**src/rtl/pal_pkg.sv**
```systemverilog
// Package: shared helpers for the sum-of-products fabric.
// Assumes a fuse row is at most 64 bits wide.
package pal_pkg;

    // Mask of the fuse columns a term of group grp may connect:
    // all input literals plus feedback from outputs below grp.
    function automatic logic [63:0] fb_allow(input int n_in, input int grp);
        logic [63:0] m;
        m = '0;
        for (int i = 0; i < n_in + grp; i++) begin
            m[2*i]   = 1'b1;
            m[2*i+1] = 1'b1;
        end
        return m;
    endfunction

endpackage

```
**src/rtl/pal_and_term.sv**
```systemverilog
// Module: one product term. Each literal reaches the gate through a
// true-line fuse (even bit) and a complement-line fuse (odd bit).
// An open fuse removes that line from the AND.
// Assumes fuse bit 2i/2i+1 belong to lit[i].
module pal_and_term #(
    parameter int N_LIT = 7
) (
    input  logic [N_LIT-1:0]   lit,
    input  logic [2*N_LIT-1:0] fuse,
    output logic               prod
);
    logic [N_LIT-1:0] t_ok;
    logic [N_LIT-1:0] c_ok;

    for (genvar i = 0; i < N_LIT; i++) begin : g_lit
        // Each connected line must be high for the term to hold.
        assign t_ok[i] = ~fuse[2*i]   | lit[i];
        assign c_ok[i] = ~fuse[2*i+1] | ~lit[i];
    end

    // AND over every line; no connection at all yields 1.
    assign prod = (&t_ok) & (&c_ok);
endmodule

```
**src/rtl/pal_or_group.sv**
```systemverilog
// Module: the hard-wired OR of one output's product terms.
// Forbidden feedback columns (own or later outputs) are masked to open
// before the terms see them, which keeps the fabric free of loops.
// Assumes the caller hands in only the P rows of group GRP.
module pal_or_group #(
    parameter int N_IN  = 4,
    parameter int N_OUT = 3,
    parameter int P     = 2,
    parameter int GRP   = 0
) (
    input  logic [N_IN-1:0]           in_x,
    input  logic [N_OUT-1:0]          fb,
    input  logic [P*2*(N_IN+N_OUT)-1:0] rows,
    output logic                      sum
);
    localparam int N_LIT = N_IN + N_OUT;
    localparam int ROW_W = 2 * N_LIT;
    localparam logic [63:0] ALLOW = pal_pkg::fb_allow(N_IN, GRP);

    logic [N_LIT-1:0] lit;
    logic [P-1:0]     prods;

    // Literal lines: inputs in the low positions, feedback above.
    assign lit = {fb, in_x};

    for (genvar t = 0; t < P; t++) begin : g_term
        logic [ROW_W-1:0] eff;
        // Drop fuses on feedback lines this group may not read.
        assign eff = rows[t*ROW_W +: ROW_W] & ALLOW[ROW_W-1:0];
        pal_and_term #(.N_LIT(N_LIT)) u_term (
            .lit  (lit),
            .fuse (eff),
            .prod (prods[t])
        );
    end

    // Fixed OR wiring over the group's terms.
    assign sum = |prods;
endmodule

```
**src/rtl/pal_fuse_store.sv**
```systemverilog
// Module: fuse row storage with a write port and one-time lock.
// On the locking edge it also records whether any row keeps a fuse
// that evaluation ignores. Reset restores every fuse to intact.
// Assumes synchronous active-low reset.
module pal_fuse_store #(
    parameter int N_IN  = 4,
    parameter int N_OUT = 3,
    parameter int P     = 2,
    parameter int N_TERM = N_OUT * P,
    parameter int ROW_W  = 2 * (N_IN + N_OUT),
    parameter int AW     = (N_TERM > 1) ? $clog2(N_TERM) : 1
) (
    input  logic             clk,
    input  logic             rst_n,
    input  logic             pgm_we,
    input  logic [AW-1:0]    pgm_addr,
    input  logic [ROW_W-1:0] pgm_row,
    input  logic             lock_req,
    output logic [ROW_W-1:0] rows [N_TERM],
    output logic             locked,
    output logic             cfg_err
);
    logic bad_fuse;
    logic wr_ok;

    // A write lands only while unlocked, in range, and not racing a lock.
    assign wr_ok = pgm_we && !locked && !lock_req &&
                   (32'(pgm_addr) < N_TERM);

    // Scan every row for intact fuses on forbidden feedback columns.
    always_comb begin
        logic [63:0] a;
        bad_fuse = 1'b0;
        for (int t = 0; t < N_TERM; t++) begin
            a = pal_pkg::fb_allow(N_IN, t / P);
            bad_fuse = bad_fuse | (|(rows[t] & ~a[ROW_W-1:0]));
        end
    end

    // Row storage: reset to intact, then accept qualified writes.
    always_ff @(posedge clk) begin
        if (!rst_n) begin
            for (int t = 0; t < N_TERM; t++) rows[t] <= '1;
        end else if (wr_ok) begin
            rows[pgm_addr] <= pgm_row;
        end
    end

    // Lock and error flag: set once, held until reset.
    always_ff @(posedge clk) begin
        if (!rst_n) begin
            locked  <= 1'b0;
            cfg_err <= 1'b0;
        end else if (lock_req && !locked) begin
            locked  <= 1'b1;
            cfg_err <= bad_fuse;
        end
    end
endmodule

```
**src/rtl/pal_fabric.sv**
```systemverilog
// Module: top of the sum-of-products fabric. Outputs are evaluated in
// index order; each group receives a feedback vector holding only the
// outputs below it, passed along a chain of per-group signals.
// Assumes N_TERM = N_OUT*P and ROW_W <= 64.
module pal_fabric #(
    parameter int N_IN  = 4,
    parameter int N_OUT = 3,
    parameter int P     = 2,
    localparam int N_TERM = N_OUT * P,
    localparam int ROW_W  = 2 * (N_IN + N_OUT),
    localparam int AW     = (N_TERM > 1) ? $clog2(N_TERM) : 1
) (
    input  logic             clk,
    input  logic             rst_n,
    input  logic             pgm_we,
    input  logic [AW-1:0]    pgm_addr,
    input  logic [ROW_W-1:0] pgm_row,
    input  logic             lock_req,
    input  logic [N_IN-1:0]  in_x,
    output logic [N_OUT-1:0] out_y,
    output logic             locked,
    output logic             cfg_err
);
    logic [ROW_W-1:0] fuse_rows [N_TERM];

    pal_fuse_store #(
        .N_IN(N_IN), .N_OUT(N_OUT), .P(P),
        .N_TERM(N_TERM), .ROW_W(ROW_W), .AW(AW)
    ) u_store (
        .clk      (clk),
        .rst_n    (rst_n),
        .pgm_we   (pgm_we),
        .pgm_addr (pgm_addr),
        .pgm_row  (pgm_row),
        .lock_req (lock_req),
        .rows     (fuse_rows),
        .locked   (locked),
        .cfg_err  (cfg_err)
    );

    for (genvar j = 0; j < N_OUT; j++) begin : g_grp
        logic [N_OUT-1:0]   fb_in;
        logic [N_OUT-1:0]   fb_out;
        logic [P*ROW_W-1:0] grp_rows;
        logic               sum;

        // Feedback available to this group: outputs 0..j-1 only.
        if (j == 0) begin : g_first
            assign fb_in = '0;
        end else begin : g_next
            assign fb_in = g_grp[j-1].fb_out;
        end

        // Gather this group's fixed slice of fuse rows.
        for (genvar t = 0; t < P; t++) begin : g_pack
            assign grp_rows[t*ROW_W +: ROW_W] = fuse_rows[j*P + t];
        end

        pal_or_group #(
            .N_IN(N_IN), .N_OUT(N_OUT), .P(P), .GRP(j)
        ) u_grp (
            .in_x (in_x),
            .fb   (fb_in),
            .rows (grp_rows),
            .sum  (sum)
        );

        // Extend the chain with this group's result.
        always_comb begin
            fb_out    = fb_in;
            fb_out[j] = sum;
        end

        assign out_y[j] = sum;
    end
endmodule

```
**config.mk**
```make
export PLATFORM = sky130hd
export DESIGN_NAME = pal_fabric
export DESIGN_NICKNAME = d
export VERILOG_FILES = /design/src/rtl/pal_pkg.sv /design/src/rtl/pal_and_term.sv /design/src/rtl/pal_or_group.sv /design/src/rtl/pal_fuse_store.sv /design/src/rtl/pal_fabric.sv
export SDC_FILE = /design/constraint.sdc
export NUM_CORES = 1
export LEC_CHECK = 0
export BUFFER_PORTS_ARGS = -buffer_cell sky130_fd_sc_hd__buf_2
export CORE_UTILIZATION = 53
export DETAILED_ROUTE_END_ITERATION = 8
export GPL_TIMING_DRIVEN = 0
export PLACE_DENSITY = 0.75
export SKIP_LAST_GASP = 1
export SLEW_MARGIN = 10
export SYNTH_ARGS = -nofsm -noshare
export SYNTH_HDL_FRONTEND = slang
export SYNTH_SLANG_ARGS = --single-unit
```
**constraint.sdc**
```tcl
create_clock -name clk -period 1.59 [get_ports clk]
set_clock_uncertainty 0.1 [all_clocks]
set_input_delay 0.159 -clock clk [delete_from_list [all_inputs] [get_ports clk]]
set_output_delay 0.159 -clock clk [all_outputs]
set_load 0.02 [all_outputs]
```
# After elaboration in Yosys (flattened, before gate mapping)
# Cells that the tools add are included.
[word_totals]
output_inout_bits = 5
ff_bits = 86
input_bits = 25
[op_classes]
mux = 3
bitwise = 138
reduce_logical = 28
magnitude_cmp = 3
[ops]
columns = ["operator", "count"]
rows = [
  ["$bwmux 84", 1],
  ["$not 1->1", 66],
  ["$or 1x1->1", 65],
  ["$demux 14 s3", 1],
  ["$reduce_and 6->1", 4],
  ["$reduce_and 5->1", 4],
  ["$reduce_and 4->1", 4],
  ["$mux 14", 1],
  ["$reduce_or 6->1", 2],
  ["$reduce_or 2->1", 5],
  ["$reduce_or 4->1", 2],
  ["$and 1x1->1", 6],
  ["$logic_and 1x1->1", 5],
  ["$ge 4x4->1 const B", 1],
  ["$lt 4x1->1 const B", 1],
  ["$not 3->4", 1],
  ["$lt 3x3->1 const B", 1],
  ["$logic_not 1->1", 2],
]

# Logic depth before layout (Yosys ltp)
# Gate-level depths: netlist of run 1.
[depth]
ltp_word = 15
ltp_mapped = 7

# By module
# From an unflattened synthesis of run 1, not the netlist that was laid out.
[hier_totals]
hier_cells = 423
area_unflattened_um2 = 3888.7
[by_module_without_submodules]
columns = ["mod", "cells_per_inst", "seq_area_each_um2", "area_per_inst_um2", "instances"]
rows = [
  ["pal_fuse_store", 353, 1721.7, 3321.9, 1],
  ["pal_and_term", 10, 0.0, 85.1, 6],
  ["pal_or_group", 2, 0.0, 10.0, 3],
  ["pal_fabric", 4, 0.0, 26.3, 1],
]

# Worst setup path after synthesis of run 1
# No wires, ideal clock.
[synth_path]
path_kind = "input to output"
startpoint = "input port in_x[3]"
endpoint = "output port out_y[2]"
cell_stages = 7
arrival_ns = 1.448
slack_ns = -0.117
required_ns = 1.331
cell_sequence = "buf_4 mux2i_1 nand4_1 nand2_2 mux2_4 mux2_4 buf_4"
[synth_between]
elab_chain_cells = 15
[synth_lines]
columns = ["element", "line", "source"]
rows = [
  ["from (decl)", "pal_fabric.sv:19", "input logic [N_IN-1:0] in_x,"],
  ["$not 1->1", "pal_and_term.sv:18", "assign c_ok[i] = ~fuse[2*i+1] | ~lit[i];"],
  ["$or 1x1->1", "pal_and_term.sv:18", ""],
  ["$reduce_and 4->1", "pal_and_term.sv:22", "assign prod = (&t_ok) & (&c_ok);"],
  ["$and 1x1->1", "pal_and_term.sv:22", ""],
  ["$reduce_or 2->1 *", "pal_or_group.sv:38", "assign sum = |prods;"],
  ["net g_grp[0].sum", "pal_fabric.sv:45", "logic sum;"],
  ["$not 1->1", "pal_and_term.sv:18", ""],
  ["$or 1x1->1", "pal_and_term.sv:18", ""],
  ["$reduce_and 5->1", "pal_and_term.sv:22", ""],
  ["$and 1x1->1", "pal_and_term.sv:22", ""],
  ["$reduce_or 2->1 *", "pal_or_group.sv:38", ""],
  ["net g_grp[1].sum", "pal_fabric.sv:45", ""],
  ["$not 1->1", "pal_and_term.sv:18", ""],
  ["$or 1x1->1", "pal_and_term.sv:18", ""],
  ["$reduce_and 6->1", "pal_and_term.sv:22", ""],
  ["$and 1x1->1", "pal_and_term.sv:22", ""],
  ["$reduce_or 2->1 *", "pal_or_group.sv:38", ""],
  ["to (decl)", "pal_fabric.sv:20", "output logic [N_OUT-1:0] out_y,"],
]
# The timed path passes the listed nets; every way through them passes the cells marked *.

# Worst setup path after layout of run 1
[layout_path]
startpoint = "register u_store.rows[61] in the netlist's numbering"
endpoint = "output port out_y[2]"
[layout_between]
elab_chain_cells = 15
[layout_lines]
columns = ["element", "line", "source"]
rows = [
  ["from (decl)", "pal_fuse_store.sv:19", "output logic [ROW_W-1:0] rows [N_TERM],"],
  ["from (signal, indexed assignment)", "pal_fuse_store.sv:45", "rows[pgm_addr] <= pgm_row;"],
  ["$not 1->1 *", "pal_and_term.sv:18", ""],
  ["$or 1x1->1 *", "pal_and_term.sv:18", ""],
  ["$reduce_and 4->1 *", "pal_and_term.sv:22", ""],
  ["$and 1x1->1 *", "pal_and_term.sv:22", ""],
  ["$reduce_or 2->1 *", "pal_or_group.sv:38", ""],
  ["net g_grp[0].sum", "pal_fabric.sv:45", ""],
  ["$not 1->1", "pal_and_term.sv:18", ""],
  ["$or 1x1->1", "pal_and_term.sv:18", ""],
  ["$reduce_and 5->1", "pal_and_term.sv:22", ""],
  ["$and 1x1->1", "pal_and_term.sv:22", ""],
  ["$reduce_or 2->1 *", "pal_or_group.sv:38", ""],
  ["net g_grp[1].sum", "pal_fabric.sv:45", ""],
  ["$not 1->1", "pal_and_term.sv:18", ""],
  ["$or 1x1->1", "pal_and_term.sv:18", ""],
  ["$reduce_and 6->1", "pal_and_term.sv:22", ""],
  ["$and 1x1->1", "pal_and_term.sv:22", ""],
  ["$reduce_or 2->1 *", "pal_or_group.sv:38", ""],
]
# Marks and branches as above.

==> impl_metrics.tcl, run 1 <==
set metrics [dict create \
    worst-endpoint-required_ns 1.33 \
    largest_fanout_of_any_net_on_the_critical_path 2 \
    power_per_cell_area_nw_per_um2 1030 \
    timing.critical_path.to_type "output port" \
    largest_net_degree_at_the_start_of_global_routing 14 \
    design.die.area_um2 6980 \
    drt_wl_total_mm 9.28 \
    critPathLaunchType "flop" \
    cts.path.max_buffers 2 \
    drive_gt1_share_pct 14.0 \
    grt.total_usage_pct 28.1 \
    clk_pin_slew_ns 0.08 \
    min-delay-path-class "in2reg" \
    power_switching_share_pct 23.5 \
    clk_root_buffer_cell "clkbuf_8" \
    die_w_um 83.5 \
    core_region_area_um2 6390 \
    synth_nets 469 \
    yosys-top-cells-count "nand2_1, dfxtp_1, nand3_1" \
    buffer_ports.inserted 24 \
    r2r_cells 5 \
    htree_num_levels 3 \
    grt_setup_unrepaired "yes" \
    setup.worst_path.class "reg2out" \
    regToRegStartpoint "u_store.locked" \
    synth_cells 444 \
    min_path_cells 3 \
    max_slew_margin_pct 63.7 \
    via_count 3202 \
    i_o_pins 30 \
    hold_end "u_store.rows[83]" \
    seq_area_frac_synth_pct 48.9 \
    synthFlopType "dfxtp_1" \
    timing.critical_path.arrival_ns 1.92 \
    dieHeight_um 83.5 \
    power_leakage_nw 1.93 \
    synthArstFlopShare_pct 0 \
    synth_enable_flop_cells 0 \
    net-switching-power_mw 0.974 \
    share_comb_of_total_power_pct 6.9 \
    synth_seq_cells 86 \
    setup_viol_count_final 3 \
    yosys_warnings 0 \
    globalplace.congestion 0.887 \
    number_of_antenna_violations_at_the_first_check_in_global_routing 0 \
    routed_via_density 5.70 \
    post_synthesis_instance_area_um2 3520 \
    clkPwrFrac_pct 39.6 \
    layout.core_utilization_pct 63.1 \
    finish.net_count 506 \
    post-route-drc-count 0 \
    outcome "finished, violations left" \
    cts.sinks 86 \
    initial_core_util_pct 55.2 \
    ys_types 23 \
    yosys.cell_count.top_type "nand2_1" \
    hp-start "pgm_row[13]" \
    critical_path.reg2reg.endpoint "u_store.rows[17]" \
    layout.cell_area.non_filler_um2 4030 \
    slew_violations 0 \
    max_freq_mhz 458 \
    final.setup.worst_slack_ns -0.591 \
    antenna_cells 0 \
    layout.filler_cells 582 \
    first_pass_grt_wire_length_mm 14.9 \
    dr.first_iter.drc_count 300 \
    period_share_pct 137 \
    multi_input_area_um2 1670 \
    worst_skew_pair.late_latency_ns 0.35 \
    cts_buffers 9 \
    postRouteAntennaNets 0 \
    seq_power_share_pct 53.6 \
    peak_ir_drop_on_the_vdd_network_mv 0.804 \
    period_minus_slack_ns 2.18 \
    timing_hold_violations_final 0 \
    dr.pass1.iters 5 \
    grt_pass1_vias 2901 \
    post_drt_wl_per_cell_um 16.5 \
    cts_tree "done" \
    placementRows 29 \
    dpl.hpwl_mm 6.40 \
    violations "setup timing" \
    synth.top_cells.by_area "dfxtp_1, nand2_1, nand3_1" \
    max_cap_violations 0 \
    netlist.top_cell.by_area "dfxtp_1" \
    post_synth_top_area_share_pct 48.9 \
    layout.area.seq_um2 1720 \
    syn_to_final_growth_pct 14.4 \
    syn_area_per_cell_um2 7.93 \
    grt_remaining_overflow 0 \
    r2r_setup_slk_ns 0.08 \
    cellInternalPower_mw 3.17 \
    postPlaceCellArea_um2 3760 \
    worst_slew_pin_slew_ns 0.545 \
]
how the worst max path moves through the flow:
stage	to	start	cells past startpoint
after floorplan	out_y[2]	in_x[3]	7
after global placement	out_y[2]	in_x[2]	8
after detailed placement	out_y[2]	in_x[2]	8
after CTS	out_y[2]	u_store.rows[61]	6
after global routing	out_y[2]	u_store.rows[61]	6
final	out_y[2]	u_store.rows[61]	6
kinds of logic (layout without fill, tap and decap cells):
| family | after synthesis | count (layout) | share of synthesized area, % |
|---|---|---|---|
| buffers and inverters | 29 | 70 | 4.37 |
| flip-flops | 86 | 86 | 48.9 |
| multiplexers | 28 | 28 | 8.24 |
| AND/OR/NAND/NOR | 293 | 293 | 36.8 |
| AO/OA/AOI/OAI | 8 | 8 | 1.74 |
cell usage in the layout, fill, tap and decap left out, types with 2 or more instances in the layout:
master / instances
nand2_1: 174
nand3_1: 85
dfxtp_1: 85
buf_2: 26
mux2i_1: 25
clkbuf_1: 13
clkbuf_8: 9
nor2_1: 8
nand4_1: 5
nor4_1: 5
buf_6: 4
a22oi_1: 4
clkbuf_2: 4
buf_4: 4
buf_8: 3
and2_1: 3
o22ai_1: 2
mux2_4: 2
and4_1: 2
and4bb_2: 2
and2_0: 2
bufinv_16: 2
metrics by stage:
step	hold WS [ns]	cells	TNS [ns]	total power [mW]	setup slack, ns
after floorplan	0.169	444	-0.0736	2.41	-0.0736
after global placement	0.334	545	-0.681	2.53	-0.434
after detailed placement	0.348	545	-2.13	2.54	-0.434
after CTS	0.0184	562	-1.33	4.15	-0.599
after global routing	0.0342	562	-1.55	4.25	-0.634
final	0.0282	562	-1.30	4.14	-0.591
state kept, by name, indices dropped and copies added, names as in the netlist:
register,flops
u_store.rows,84
u_store.locked,1
u_store.cfg_err,1
final cells by class:
class                           count  share of cell area [%]
Clock inverter                      4                    1.80
Multi-Input combinational cell    329                    41.5
Sequential cell                    86                    42.8
Timing Repair Buffer               28                    4.25
Buffer                             27                    4.01
Tap cell                           77                    2.39
Clock buffer                       11                    3.26
power by group through the flow:
stage          clock network, mW  registers, mW  logic, mW
6_report                    1.64           2.22      0.285
5_1_grt                     1.72           2.22      0.308
4_1_cts                     1.65           2.22      0.277
3_5_place_dp                   0           2.27      0.274
3_3_place_gp                   0           2.27      0.269
2_1_floorplan                  0           2.27      0.149
layer usage:
metal  GRT usage (%)  vias to the layer above  wire (um)
met5               0                        -          0
met4            12.2                        0        311
met3            7.72                       32        814
met2            44.1                      133       4250
met1            36.3                     1488       3910
li1                -                     1549          -
what timing repair did:
item,4_1_cts,5_1_grt
setup endpoints to repair,53,58
endpoints found under the hold margin,1,0
cloned,0,0
hold buffers,1,0
gates resized for setup,10,17
setup buffers,2,1
pin swaps,2,1
worst max-delay path, stage by stage, from the launching register on:
cell and delay (ns):
dfxtp_2 0.33, mux2i_2 0.15, nand4_1 0.18, nand2_4 0.13
mux2_4 0.33, mux2_4 0.30, buf_6 0.13
Note: power is estimated with default switching activity, not from simulation.
==> run 2: changes to the inputs <==
--- a/config.mk
+++ b/config.mk
@@ -8,8 +8,9 @@
 export BUFFER_PORTS_ARGS = -buffer_cell sky130_fd_sc_hd__buf_2
 export CORE_UTILIZATION = 53
 export DETAILED_ROUTE_END_ITERATION = 8
+export GPL_ROUTABILITY_DRIVEN = 0
 export GPL_TIMING_DRIVEN = 0
-export PLACE_DENSITY = 0.75
+export PLACE_DENSITY = 0.79
 export SKIP_LAST_GASP = 1
 export SLEW_MARGIN = 10
 export SYNTH_ARGS = -nofsm -noshare
==> impl_metrics.tcl, run 2 (synthesis results as in run 1) <==
set metrics [dict create \
    largest_net_degree_at_the_start_of_global_routing 14 \
    worst_skew_pair.late_latency_ns 0.36 \
    largest_registers "u_store.rows (84), u_store.cfg_err (1), u_store.locked (1)" \
    setup_viol_count_final 3 \
    dr.pass1.iters 5 \
    most-common-layout-cells "nand2_1, nand3_1, dfxtp_1" \
    largest_register "u_store.rows" \
    crit_chain "mux2i_1, nand4_1, nand2_2, mux2_4, mux2_4, buf_6" \
    period_share_pct 133 \
    max_cap_violations 0 \
    power_per_cell_area_nw_per_um2 1040 \
    top_signal_layer_used "met4" \
    finish.net_count 506 \
    cts.sinks 86 \
    grt_pass1_vias 3017 \
    buffer_ports.inserted 24 \
    dpl.hpwl_mm 6.37 \
    clk_pin_slew_ns 0.08 \
    finalPower_mw 4.23 \
    dieHeight_um 83.5 \
    period_minus_slack_ns 2.12 \
    layout.cells.most_common "nand2_1" \
    layout.cell_area.non_filler_um2 4050 \
    critPathLaunchType "flop" \
    postRouteAntennaNets 0 \
    number_of_antenna_violations_at_the_first_check_in_global_routing 0 \
    max_slew_margin_pct 63.3 \
    placed_cells_incl_taps 545 \
    drive_gt1_share_pct 13.8 \
    cp_slowest_cell "dfxtp_2" \
    power_switching_share_pct 23.0 \
    outcome "finished, violations left" \
    via_count 3216 \
    drt_wl_total_mm 9.40 \
    postPlaceCellArea_um2 3760 \
    design.die.area_um2 6980 \
    clkPwrFrac_pct 40.8 \
    worst-endpoint-required_ns 1.33 \
    routed_via_density 5.72 \
    timing.critical_path.arrival_ns 1.86 \
    share_comb_of_total_power_pct 6.8 \
    slew_violations 0 \
    dpl_worst_slack_ns -0.395 \
    worst_slew_pin_slew_ns 0.550 \
    antenna_cells 0 \
    peak_ir_drop_on_the_vdd_network_mv 0.755 \
    final.setup.worst_slack_ns -0.526 \
    post-route-drc-count 0 \
    grt_remaining_overflow 0 \
    cellInternalPower_mw 3.26 \
    number_of_flip_flops_under_the_largest_register_name 84 \
    critical-path-top-cell-by-count "mux2_4" \
    placementRows 29 \
    first_pass_grt_wire_length_mm 15.2 \
    seq_power_share_pct 52.4 \
    timing.critical_path.to_type "output port" \
    timing_hold_violations_final 0 \
    grt_setup_unrepaired "yes" \
    htree_num_levels 3 \
    min-delay-path-class "in2reg" \
    post_drt_wl_per_cell_um 16.7 \
    route.met2.wl_mm 4.40 \
    route.met3.wl_um 844 \
    largest_fanout_of_any_net_on_the_critical_path 2 \
    i_o_pins 30 \
    cts_tree "done" \
    net-switching-power_mw 0.973 \
    die_w_um 83.5 \
    violations "setup timing" \
    cts_buffers 9 \
    clk_root_buffer_cell "clkbuf_8" \
    power_leakage_nw 1.94 \
    cts.path.max_buffers 2 \
    max_freq_mhz 473 \
    syn_to_final_growth_pct 15.0 \
    m1WireLength_mm 3.94 \
    finish.cell_count_without_fillers 562 \
    worst_path_largest_cell_delay_ns 0.33 \
    grt.total_usage_pct 28.5 \
    final.setup.tns_ns -1.17 \
    initial_core_util_pct 55.2 \
    setup.worst_path.class "reg2out" \
    dr.first_iter.drc_count 234 \
    core_region_area_um2 6390 \
]
[run 2: cell count changes in the layout (fill, tap and decap cells not counted), moves of 2 or more]
cell / previous run / this run
buf_6: 4 / 6
clkbuf_8: 9 / 11
dfxtp_2: 1 / 3
dfxtp_1: 85 / 83
clkbuf_2: 4 / 2
[run 2: cell type report]
| class | count | area [um2] |
|---|---|---|
| Buffer | 26 | 160 |
| Clock buffer | 12 | 155 |
| Clock inverter | 3 | 67.6 |
| Fill cell | 577 | 2330 |
| Multi-Input combinational cell | 329 | 1660 |
| Sequential cell | 86 | 1730 |
| Tap cell | 77 | 96.3 |
| Timing Repair Buffer | 29 | 185 |
[run 2: through the flow]
| step | util [%] | hold slack (ns) |
|---|---|---|
| final | 63.4 | 0.0349 |
| after global routing | 63.4 | 0.0280 |
| after CTS | 62.9 | 0.0182 |
| after detailed placement | 58.8 | 0.349 |
| after global placement | 58.8 | 0.345 |
| after floorplan | - | 0.169 |
[run 2: repair_timing]
| item | CTS | global route |
|---|---|---|
| endpoints found under the hold margin | 2 | 0 |
| hold buffers | 2 | 0 |
| pin swaps | 2 | 2 |
| endpoints found under the setup margin | 43 | 61 |
| gates resized for setup | 8 | 14 |
| setup buffers | 1 | 2 |
[run 2: path summary, 6_finish.rpt]
kind	depth (start not counted)	slack [ns]	from	end
hold / removal	3	0.03	pgm_row[0]	u_store.rows[0]
setup reg to reg	5	0.10	u_store.locked	u_store.rows[12]
setup / recovery	6	-0.53	u_store.rows[57]	out_y[2]
hold reg to reg	2	0.37	u_store.rows[61]	u_store.rows[61]
[run 2: power by group through the flow]
stage	Combinational (mW)	Sequential [mW]	Clock, mW
after floorplan	0.149	2.27	0
after global placement	0.268	2.27	0
after detailed placement	0.274	2.27	0
after CTS	0.280	2.22	1.75
after global routing	0.308	2.22	1.83
final	0.288	2.22	1.72
[run 2: critical path: cells and delay by family, from the launching register on]
family        cells  cell delay (ns)
mux               3             0.77
flops             1             0.33
simple gates      2             0.28
buf+inv           1             0.13
[run 2: layer usage]
metal	vias up	GRT usage, %
li1	1551	-
met1	1509	37.1
met2	135	45.5
met3	21	7.91
met4	0	10.6
met5	-	0
==> run 3: changes to the inputs <==
--- a/config.mk
+++ b/config.mk
@@ -5,6 +5,7 @@
 export SDC_FILE = /design/constraint.sdc
 export NUM_CORES = 1
 export LEC_CHECK = 0
+export ABC_AREA = 1
 export BUFFER_PORTS_ARGS = -buffer_cell sky130_fd_sc_hd__buf_2
 export CORE_UTILIZATION = 53
 export DETAILED_ROUTE_END_ITERATION = 8
==> impl_metrics.tcl, run 3 <==
set metrics [dict create \
    outcome "finished, violations left" \
    violations "setup timing" \
    largest_registers "u_store.rows (84), u_store.cfg_err (1), u_store.locked (1)" \
    critical-path-top-cell-by-count "nand2_2" \
    timing.critical_path.from "u_store.rows[73]" \
    dieHeight_um 83.8 \
    ys_types 24 \
    placementRows 29 \
    worst_slew_pin_slew_ns 0.700 \
    initial_core_util_pct 55.5 \
    design.die.area_um2 7020 \
    min-delay-path-class "in2reg" \
    largest_fanout_of_any_net_on_the_critical_path 6 \
    final.setup.tns_ns -1.04 \
    setup.worst_path.class "reg2out" \
    cp-endpoint "out_y[2]" \
    worst-endpoint-required_ns 1.33 \
    drive_gt1_share_pct 21.8 \
    synth_seq_cells 86 \
    netlist.top_cell.by_area "dfxtp_1" \
    total_number_of_cells_along_the_worst_setup_path 10 \
    finish.cell_count_without_fillers 628 \
    cts.sinks 86 \
    yosys_warnings 0 \
    final.setup.worst_slack_ns -0.398 \
    via_count 3658 \
    finish.net_count 572 \
    crit_chain "nand2_1, nand2_2, nor2_4, nand2_4, nand2_8, inv_1, a21oi_1, nand3_2, nand2_2, buf_6" \
    dr.first_iter.drc_count 362 \
    cts_tree "done" \
    placed_cells_incl_taps 608 \
    layout.cells.most_common "nand2_1" \
    post_synth_top_area_share_pct 48.6 \
    synth_nets 528 \
    drt_wl_total_mm 10.9 \
    regToRegStartpoint "u_store.locked" \
    hp-start "pgm_row[13]" \
    grt_pass1_vias 3314 \
    synth.top_cells.by_area "dfxtp_1, nand2_1, nand3_1" \
    grt_setup_unrepaired "yes" \
    most-common-layout-cells "nand2_1, nand3_1, dfxtp_1" \
    setup_viol_count_final 6 \
    number_of_flip_flops_under_the_largest_register_name 84 \
    layout.cell_area.non_filler_um2 4350 \
    post-route-drc-count 0 \
    synthArstFlopShare_pct 0 \
    seq_area_frac_synth_pct 48.6 \
    die_w_um 83.8 \
    max_freq_mhz 503 \
    yosys.cell_count.top_type "nand2_1" \
    postRouteAntennaNets 0 \
    synthFlopType "dfxtp_1" \
    r2r_setup_slk_ns -0.03 \
    cts_buffers 9 \
    dpl.hpwl_mm 7.00 \
    critPathLaunchType "flop" \
    critical-path-top-delay-family "simple AND/OR/NAND/NOR gates" \
    critical_path.reg2reg.endpoint "u_store.rows[26]" \
    finalHoldWorstSlack_ns 0.00522 \
    largest_net_degree_at_the_start_of_global_routing 15 \
    period_minus_slack_ns 1.99 \
    cp_slowest_cell "dfxtp_1" \
    layout.core_utilization_pct 68.1 \
    timing.critical_path.arrival_ns 1.73 \
    clk_root_buffer_cell "clkbuf_8" \
    first_pass_grt_wire_length_mm 16.6 \
    cts.path.max_buffers 2 \
    yosys-top-cells-count "nand2_1, nand3_1, dfxtp_1" \
    buffers_and_inverters_on_the_worst_path 2 \
    postPlaceCellArea_um2 3780 \
    core_region_area_um2 6390 \
    period_share_pct 125 \
    antenna_cells 0 \
    clk_pin_slew_ns 0.08 \
    max_slew_margin_pct 53.3 \
    r2r_cells 8 \
    slew_violations 0 \
    routed_via_density 5.82 \
    power_per_cell_area_nw_per_um2 955 \
    number_of_antenna_violations_at_the_first_check_in_global_routing 0 \
    power_leakage_nw 2.28 \
    grt_remaining_overflow 0 \
    timing_hold_violations_final 0 \
    peak_ir_drop_on_the_vdd_network_mv 0.637 \
    worst_path_largest_cell_delay_ns 0.32 \
    dr.pass1.iters 6 \
    htree_num_levels 3 \
    buffer_ports.inserted 28 \
    syn_to_final_growth_pct 22.7 \
    largest_register "u_store.rows" \
    i_o_pins 30 \
    grt.total_usage_pct 30.8 \
    timing.critical_path.to_type "output port" \
    synth_enable_flop_cells 0 \
    post_drt_wl_per_cell_um 17.4 \
    syn_area_per_cell_um2 7.05 \
    post_synthesis_instance_area_um2 3550 \
    max_cap_violations 0 \
    synth_cells 503 \
    worst_skew_pair.late_latency_ns 0.36 \
]
[run 3: cell types whose count changed after synthesis, moves of 3 or more]
cell / delta
buf_2: +3
a22oi_1: -3
nand2_2: +6
inv_2: +12
nand2_1: +63
and2_0: -6
nor2_2: +5
nand3_1: +9
mux2i_1: -26
clkbuf_1: -4
buf_6: -3
inv_1: +6
[run 3: per-stage QoR]
stage / power, mW / worst slack [ns]
after detailed placement: 2.58 / -0.258
after floorplan: 2.44 / 0.0435
after CTS: 4.09 / -0.433
after global routing: 4.28 / -0.464
final: 4.16 / -0.398
after global placement: 2.57 / -0.226
[run 3: cell type report]
cell class / instances / area (um2)
Timing Repair Buffer: 38 / 260
Multi-Input combinational cell: 373 / 1820
Sequential cell: 86 / 1730
Clock buffer: 10 / 138
Clock inverter: 5 / 60.1
Fill cell: 537 / 2040
Buffer: 20 / 154
Inverter: 19 / 87.6
Tap cell: 77 / 96.3
[run 3: cells by family after synthesis]
family | Yosys count | synth area share [%]
flip-flops | 86 | 48.6
buffers and inverters | 44 | 5.61
AND/OR/NAND/NOR | 366 | 44.3
AO/OA/AOI/OAI | 7 | 1.52
[run 3: worst reg2reg max path: cells and delay by family, from the launching register on]
kind / cells / cell delay [ns]
DFF: 1 / 0.37
buffers and inverters: 2 / 0.23
and+or+nand+nor: 5 / 0.62
AOI/OAI and AO/OA: 1 / 0.15
[run 3: worst min-delay path by stage]
stage,slack (ns),cells past startpoint,to
2_1_floorplan,0.17,1,u_store.locked
3_3_place_gp,0.28,2,u_store.locked
3_5_place_dp,0.29,2,u_store.locked
4_1_cts,0.0007,3,u_store.rows[69]
5_1_grt,0.03,3,u_store.rows[59]
6_report,0.005,3,u_store.rows[69]
[run 3: where the power goes]
group          total [mW]  leakage (nW)  switching [mW]  internal, mW
Combinational       0.379          1.49           0.261         0.118
Sequential           2.22         0.697          0.0269          2.20
Clock                1.55        0.0983           0.791         0.763
Total                4.16          2.28            1.08          3.08
[run 3: repair_timing]
| item | 4_1_cts | 5_1_grt |
|---|---|---|
| pin swaps | 10 | 14 |
| buffers inserted | 1 | 4 |
| cloned | 0 | 2 |
| endpoints found under the setup margin | 63 | 75 |
| hold buffers | 3 | 0 |
| resized for setup | 35 | 52 |
| endpoints found under the hold margin | 4 | 0 |
[run 3: layer usage]
layer,share of wire (%),track usage (%),vias to the layer above,wire [um]
met3,9.1,3.66,43,995
met4,3.7,16.0,0,400
met5,0,0,-,0
li1,-,-,1705,-
met2,47,49.5,228,5160
met1,40,40.7,1682,4360
